**config.mk**
```make
export PLATFORM = sky130hd
export DESIGN_NAME = ham_sec_top
export DESIGN_NICKNAME = d
export VERILOG_FILES = /design/src/rtl/ham_sec_pkg.sv /design/src/rtl/ham_sec_ctrl.sv /design/src/rtl/ham_sec_dp.sv /design/src/rtl/ham_sec_top.sv
export SDC_FILE = /design/constraint.sdc
export NUM_CORES = 1
export LEC_CHECK = 0
export BUFFER_PORTS_ARGS = -buffer_cell sky130_fd_sc_hd__buf_2
export CAP_MARGIN = 5
export CORE_MARGIN = 3
export CORE_UTILIZATION = 30
export CTS_CLUSTER_DIAMETER = 100
export CTS_CLUSTER_SIZE = 30
export DETAILED_ROUTE_END_ITERATION = 16
export PLACE_DENSITY_LB_ADDON = 0.1
export SETUP_SLACK_MARGIN = 0.02
export SYNTH_ARGS = -nofsm -noshare
export SYNTH_HDL_FRONTEND = slang
export SYNTH_HIERARCHICAL = 1
export SYNTH_SLANG_ARGS = --single-unit
```
**constraint.sdc**
```tcl
create_clock -name clk -period 2.1 [get_ports clk]
set_clock_uncertainty 0.05 [all_clocks]
set_input_delay 0 -clock clk [delete_from_list [all_inputs] [get_ports clk]]
set_output_delay 0 -clock clk [all_outputs]
set_load 0.1 [all_outputs]
```
**src/rtl/ham_sec_pkg.sv**
```systemverilog
package ham_sec_pkg;

  typedef struct packed {
    logic encLoad;
    logic decLoad;
  } strobe_t;

  function automatic bit isPow2(input int p);
    return (p > 0) && ((p & (p - 1)) == 0);
  endfunction

  // Position (1-based) of data bit i: the (i+1)-th non-power-of-two position.
  function automatic int posOfData(input int i);
    int n;
    int p;
    n = 0;
    p = 0;
    while (n <= i) begin
      p = p + 1;
      if (!isPow2(p)) n = n + 1;
    end
    return p;
  endfunction

endpackage

```
**src/rtl/ham_sec_ctrl.sv**
```systemverilog
module ham_sec_ctrl
  import ham_sec_pkg::*;
(
  input  logic    clk,
  input  logic    rstN,
  input  logic    encValidIn,
  input  logic    decValidIn,
  output strobe_t strb,
  output logic    encValidOut,
  output logic    decValidOut
);

  always_comb begin
    strb.encLoad = encValidIn;
    strb.decLoad = decValidIn;
  end

  always_ff @(posedge clk) begin
    if (!rstN) begin
      encValidOut <= 1'b0;
      decValidOut <= 1'b0;
    end else begin
      encValidOut <= encValidIn;
      decValidOut <= decValidIn;
    end
  end

endmodule

```
**src/rtl/ham_sec_dp.sv**
```systemverilog
module ham_sec_dp
  import ham_sec_pkg::*;
#(
  parameter int DATA_W = 8,
  parameter int CHK_W  = 4,
  localparam int CW_W  = DATA_W + CHK_W
) (
  input  logic              clk,
  input  logic              rstN,
  input  strobe_t           strb,
  input  logic [DATA_W-1:0] encDataIn,
  input  logic [CW_W-1:0]   decWordIn,
  output logic [CW_W-1:0]   encWordOut,
  output logic [DATA_W-1:0] decDataOut,
  output logic [CHK_W-1:0]  decSyndrome,
  output logic              decFixed,
  output logic              decBad
);

  // Positions covered by check k: every position whose index has bit k set.
  function automatic logic [CW_W-1:0] covMask(input int k);
    logic [CW_W-1:0] m;
    m = '0;
    for (int p = 1; p <= CW_W; p++) begin
      if (((p >> k) & 1) == 1) m[p-1] = 1'b1;
    end
    return m;
  endfunction

  logic [CW_W-1:0]   placedData;
  logic [CHK_W-1:0]  encChk;
  logic [CW_W-1:0]   encWordNext;
  logic [CHK_W-1:0]  syn;
  logic [CW_W-1:0]   posHit;
  logic [DATA_W-1:0] decDataNext;
  logic              fixedNext;
  logic              badNext;

  // Data placement and extraction at the non-power-of-two positions
  for (genvar i = 0; i < DATA_W; i++) begin : g_data
    localparam int P = posOfData(i);
    assign placedData[P-1]  = encDataIn[i];
    assign encWordNext[P-1] = encDataIn[i];
    assign decDataNext[i]   = decWordIn[P-1] ^ posHit[P-1];
  end

  // Check bits and syndrome bits, one per covering mask
  for (genvar k = 0; k < CHK_W; k++) begin : g_chk
    localparam logic [CW_W-1:0] MASK = covMask(k);
    assign placedData[(1 << k) - 1]  = 1'b0;
    assign encChk[k]                 = ^(placedData & MASK);
    assign encWordNext[(1 << k) - 1] = encChk[k];
    assign syn[k]                    = ^(decWordIn & MASK);

    // every registered encoder word has zero parity over each mask
    p_enc_parity_r1: assert property (@(posedge clk) disable iff (!rstN)
      strb.encLoad |=> ((^(encWordOut & MASK)) == 1'b0));
  end

  // One-hot position decoder driving the bit flip
  for (genvar p = 1; p <= CW_W; p++) begin : g_pos
    assign posHit[p-1] = (syn == CHK_W'(p));
  end

  assign fixedNext = |posHit;
  assign badNext   = (syn != '0) && !fixedNext;

  always_ff @(posedge clk) begin
    if (!rstN) begin
      encWordOut  <= '0;
      decDataOut  <= '0;
      decSyndrome <= '0;
      decFixed    <= 1'b0;
      decBad      <= 1'b0;
    end else begin
      if (strb.encLoad) encWordOut <= encWordNext;
      if (strb.decLoad) begin
        decDataOut  <= decDataNext;
        decSyndrome <= syn;
        decFixed    <= fixedNext;
        decBad      <= badNext;
      end
    end
  end

  p_syn_zero_r3: assert property (@(posedge clk) disable iff (!rstN)
    (decSyndrome == '0) |-> (!decFixed && !decBad));

  p_flag_excl_r6: assert property (@(posedge clk) disable iff (!rstN)
    decFixed |-> !decBad);

  p_bad_range_r6: assert property (@(posedge clk) disable iff (!rstN)
    decBad |-> (decSyndrome > CHK_W'(CW_W)));

  p_hold_r7: assert property (@(posedge clk) disable iff (!rstN)
    !strb.decLoad |=> ($stable(decDataOut) && $stable(decSyndrome)));

endmodule

```
**src/rtl/ham_sec_top.sv**
```systemverilog
module ham_sec_top
  import ham_sec_pkg::*;
#(
  parameter int DATA_W = 8,
  parameter int CHK_W  = 4,
  localparam int CW_W  = DATA_W + CHK_W
) (
  input  logic              clk,
  input  logic              rstN,
  input  logic              encValidIn,
  input  logic [DATA_W-1:0] encDataIn,
  input  logic              decValidIn,
  input  logic [CW_W-1:0]   decWordIn,
  output logic              encValidOut,
  output logic [CW_W-1:0]   encWordOut,
  output logic              decValidOut,
  output logic [DATA_W-1:0] decDataOut,
  output logic [CHK_W-1:0]  decSyndrome,
  output logic              decFixed,
  output logic              decBad
);

  strobe_t strb;

  ham_sec_ctrl u_ctrl (
    .clk        (clk),
    .rstN       (rstN),
    .encValidIn (encValidIn),
    .decValidIn (decValidIn),
    .strb       (strb),
    .encValidOut(encValidOut),
    .decValidOut(decValidOut)
  );

  ham_sec_dp #(.DATA_W(DATA_W), .CHK_W(CHK_W)) u_dp (
    .clk        (clk),
    .rstN       (rstN),
    .strb       (strb),
    .encDataIn  (encDataIn),
    .decWordIn  (decWordIn),
    .encWordOut (encWordOut),
    .decDataOut (decDataOut),
    .decSyndrome(decSyndrome),
    .decFixed   (decFixed),
    .decBad     (decBad)
  );

  // the corrector valid follows its input strobe by one cycle
  p_dec_valid_r7: assert property (@(posedge clk) disable iff (!rstN)
    decValidIn |=> decValidOut);

  p_enc_valid_r7: assert property (@(posedge clk) disable iff (!rstN)
    !encValidIn |=> !encValidOut);

endmodule

```
# ---- Yosys cells after proc, flatten, opt, wreduce, memory -nomap -nowiden
# Cells that the tools add are included.
dict set report op_classes {
  n_eq_ne 12
  bitwise_logic 8
  reduce_logical 12
}
# cell count
set ops {}
lappend ops {{XOR reduction 12 bit} 8}
lappend ops {{equality test 4 bit, second input constant} 5}
lappend ops {{equality test 4 x 3 -> 1 bit, second input constant} 4}
lappend ops {{OR reduction 12 bit} 1}
lappend ops {{equality test 4 x 2 -> 1 bit, second input constant} 2}
lappend ops {{XOR 1 bit} 8}
lappend ops {{equality test 4 x 1 -> 1 bit, second input constant} 1}
lappend ops {{nonzero test 4 bit} 1}
lappend ops {{logical AND 1 bit} 1}
lappend ops {{logical NOT 1 bit} 1}
dict set report word_totals {
  regBits 28
  inputBits 24
  out_inout_bits 28
  word_cells 39
}

# ---- Logic depth before layout (Yosys ltp)
dict set report logic_depth {
  word_depth 5
  ltp_mapped 5
  mapped_depth_nobuf 4
}

# ---- Hierarchy
# Netlist, hierarchy kept.
# module n_inst cells_each area_per_inst_um2 seq_area_each_um2
set modules_own_cells {}
lappend modules_own_cells {ham_sec_dp 1 147 1577.8 520.5}
lappend modules_own_cells {ham_sec_ctrl 1 6 67.6 40.0}

# ---- Worst setup path before layout
# OpenSTA, ideal clock, no wires.
dict set report synth_path {
  kind {register -> register}
  startpoint {reg u_dp/decDataOut[0] (netlist name)}
  endpoint {reg u_dp.decDataOut[0]}
  setup_ps 86
  arrival_time_ps 1286
  required_ps 1964
  setup_slack_ps 678
  stages_incl_launch_ff 3
  path_buffers 0
  synth_period_minus_slack_ps 1422
  cell_sequence {dfxtp_1 -> o21ai_0 -> a211oi_1}
}
# element line
set synth_lines {}
lappend synth_lines {{end signal, assigned} ham_sec_dp.sv:78} ;# decDataOut <= decDataNext;
lappend synth_lines {{end, declared} ham_sec_dp.sv:14} ;# output logic [DATA_W-1:0] decDataOut,

# ---- Worst setup path after layout
dict set report layout_path {
  startpoint {in decWordIn[5]}
  endpoint {reg u_dp.decDataOut[4]}
}
dict set report layout_via {
  elab_chain_cells 3
  word_cells_on_any_way 4
  classes_between {eq/ne (1); bitwise (1); reduce/logical (2)}
}
# element line
set layout_rtl {}
lappend layout_rtl {{start, declared} ham_sec_top.sv:13} ;# input logic [CW_W-1:0] decWordIn,
lappend layout_rtl {{XOR reduction 12 bit} ham_sec_dp.sv:53} ;# assign syn[k] = ^(decWordIn & MASK);
lappend layout_rtl {{equality test 4 bit (*)} ham_sec_dp.sv:62} ;# assign posHit[p-1] = (syn == CHK_W'(p));
lappend layout_rtl {{XOR 1 bit (*)} ham_sec_dp.sv:44} ;# assign decDataNext[i] = decWordIn[P-1] ^ posHit[P-1];
# Every way passes the cells marked *; elsewhere a longest branch is shown, timed or not.
# A chain may end at the register's enable or synchronous reset.

==> results.json <==
{
  "status": "complete, but fails checks",
  "violations": "negative hold slack",
  "rsz0062_at_grt": "false",
  "grt_pass1_wl_mm": 6.43,
  "die_w_um": 80.1,
  "route.detailed.drc": 0,
  "hold_viol": 1,
  "crit_fanout": 8,
  "io_buffers": 51,
  "grt-ovfl-total": 0,
  "synthTopCellsByArea": "dfxtp_1, mux2i_1, xnor2_1",
  "die_y_um": 80.1,
  "fin_hold_ws_ns": -0.00149,
  "cap_violations": 0,
  "slowest_delay_ns": 0.59,
  "wl_mm": 3.91,
  "max-vdd-ir-drop_mv": 0.371,
  "critical_path_class": "in2reg",
  "dp_hpwl_mm": 2.88,
  "start_kind": "input port",
  "synth_edf_count": 0,
  "start_util_pct": 31.6,
  "clk_pin_slew_worst_paths_ns": 0.10,
  "syn_nets": 177,
  "hold_path_class": "in2reg",
  "clockRootBuffer": "clkbuf_8",
  "synth_ff_type": "dfxtp_1",
  "end_kind": "register",
  "coreArea_mm2": 0.00520,
  "cts_sinks": 28,
  "netlist_area_mm2": 0.00165,
  "area_growth_pct": 25.7,
  "power_density_mw_per_mm2": 918,
  "ant_nets": 0,
  "min_period_over_period_pct": 69.3,
  "ys_seq_area_share_pct": 34.1,
  "syn_area_per_cell_um2": 10.8,
  "nets": 230,
  "arrival_ns": 1.59,
  "fmax_mhz": 688,
  "antenna_found_initial": 0,
  "htree_levels": 1,
  "yosysTopAreaCell": "dfxtp_1",
  "async_reset_ff_share_pct": 0,
  "clock_path_buffers": 2,
  "syn-instance-count": 153,
  "yosysUniqueCellTypes": 28,
  "insertedDiodeCount": 0,
  "cts_tree": "done",
  "dieArea_mm2": 0.00641,
  "slew_headroom_pct": 52.6,
  "setup_viol": 0,
  "gp_congestion": 0.790,
  "p_leak_nw": 0.949,
  "io_pins": 52,
  "rows": 26,
  "cts_setup_buffers": 0,
  "grt_pass1_vias": 1349,
  "drt_first_pass_iters": 4,
  "drt_iter0_markers": 47,
  "via_per_inst": 4.80,
  "crit_buf_inv": 1,
  "p_total_mw": 1.90,
  "drive_gt1_share_pct": 31.7,
  "clk-insertion-delay-late_ns": 0.27,
  "wl_per_cell_um": 14.2,
  "vias": 1320,
  "synthDominantCellAreaShare_pct": 34.1,
  "drv_slew": 0,
  "crit_slowest_cell": "xnor2_1",
  "grt_max_degree": 36,
  "critPathTopFamily": "XOR/XNOR gates",
  "ys_ff_latch": 28,
  "required_ns": 2.23,
  "crit_chain": "buf_2 -> xor3_1 -> xnor2_1 -> a41oi_1 -> a211oi_1",
  "worst_slew_pin_slew_ns": 0.706,
  "fin_setup_tns_ns": 0,
  "grt_util_all_layers_pct": 12.6,
  "min_period_ns": 1.45,
  "numCtsBuffers": 3,
  "yosysWarnings": 6
}
## registers in the layout, indices dropped and copies added (netlist names)
signal,flops
u_dp/decDataOut,8
u_dp/encWordOut,12
u_ctrl/decValidOut,1
u_dp/decBad,1
u_dp/decFixed,1
u_dp/decSyndrome,4
u_ctrl/encValidOut,1
## placed cells by master (no fill, tap or decap)
cell            n
xnor3_1         1
o21a_1          1
and2_1          9
dlygate4sd3_1   5
bufinv_16       1
buf_4           3
o21ai_0         9
nor2b_1        13
nand2_1         4
o2111a_1        1
xnor2_4         2
mux2i_1        12
xor3_1          4
xor2_1          4
xnor3_2         2
o211a_1         4
xor2_2          1
a41oi_1         8
buf_2          51
clkbuf_8        3
nand2b_1        8
and2_2          1
nor4_1          9
a211oi_1        9
xnor2_1        11
dfxtp_1        28
xor3_2          1
## cells in the mapped netlist, types with 2 or more instances
cell type	n
a41oi_1	8
xnor3_2	2
xnor2_1	11
buf_4	3
o211a_1	4
dfxtp_1	28
o21ai_0	9
nor4_1	9
a211oi_1	9
clkbuf_1	3
buf_2	2
nand2b_1	8
nand2_1	4
xor2_1	4
xor3_1	4
nor2b_1	13
mux2i_1	12
and2_1	9
xnor2_4	2
## metal layers
| layer | track usage [%] | wire [µm] | vias to the layer above |
|---|---|---|---|
| met4 | 2.87 | 52 | 0 |
| li1 | - | - | 659 |
| met2 | 21.1 | 1810 | 38 |
| met3 | 3.48 | 240 | 6 |
| met5 | 0 | 0 | - |
| met1 | 16.0 | 1810 | 617 |
## worst reg2reg max path, cell delays in order (launching register included)
cell and delay [ns]:
dfxtp_1 0.34, o21ai_0 0.07, a211oi_1 0.25
## area by class of cell
| cell class | instances | area (µm²) |
|---|---|---|
| clock inverters | 1 | 30.0 |
| flip-flops and latches | 28 | 561 |
| multi-input cells | 114 | 1020 |
| well taps | 70 | 87.6 |
| clock buffers | 3 | 41.3 |
| fillers | 542 | 3140 |
| repair buffers | 59 | 328 |
## path summary, 6_finish.rpt
kind                        endpoint  cells after the start          startpoint  slack (ns)
setup / recovery  u_dp/decDataOut[4]                      5        decWordIn[5]        0.65
hold / removal    u_dp/encWordOut[6]                      3        encDataIn[3]      -0.001
setup reg to reg  u_dp/decDataOut[4]                      2  u_dp/decDataOut[4]        1.30
hold reg to reg   u_dp/encWordOut[3]                      1  u_dp/encWordOut[3]        0.44
## per-stage QoR
stage,hold slack (ns),utilization [%],worst slack (ns),instance area [µm²],std cells
after floorplan,0.0717,-,0.678,1650,153
after global placement,0.242,37.4,0.424,1950,266
after detailed placement,0.252,37.4,0.378,1950,266
after CTS,0.00124,39.7,0.654,2070,275
after global routing,0.0134,39.7,0.485,2070,275
final,-0.00149,39.7,0.646,2070,275
## kinds of logic after synthesis
logic type	after synthesis	share of synthesized area, %
and+or+nand+nor	44	16.2
AOI/OAI and AO/OA	32	14.7
DFF	28	34.1
xor gates and xnor gates	26	23.9
muxes	12	7.30
buffers and inverters	11	3.88
## power breakdown
group          switching [mW]  total, mW  internal (mW)
Combinational           0.627      0.871          0.243
Clock                   0.171      0.426          0.255
Sequential             0.0225      0.602          0.580
## what timing repair did
action	4_1_cts	5_1_grt
hold endpoints to repair	5	0
gates resized for setup	0	0
hold buffers	5	0
No activity file was read; power rests on OpenSTA's default activity.
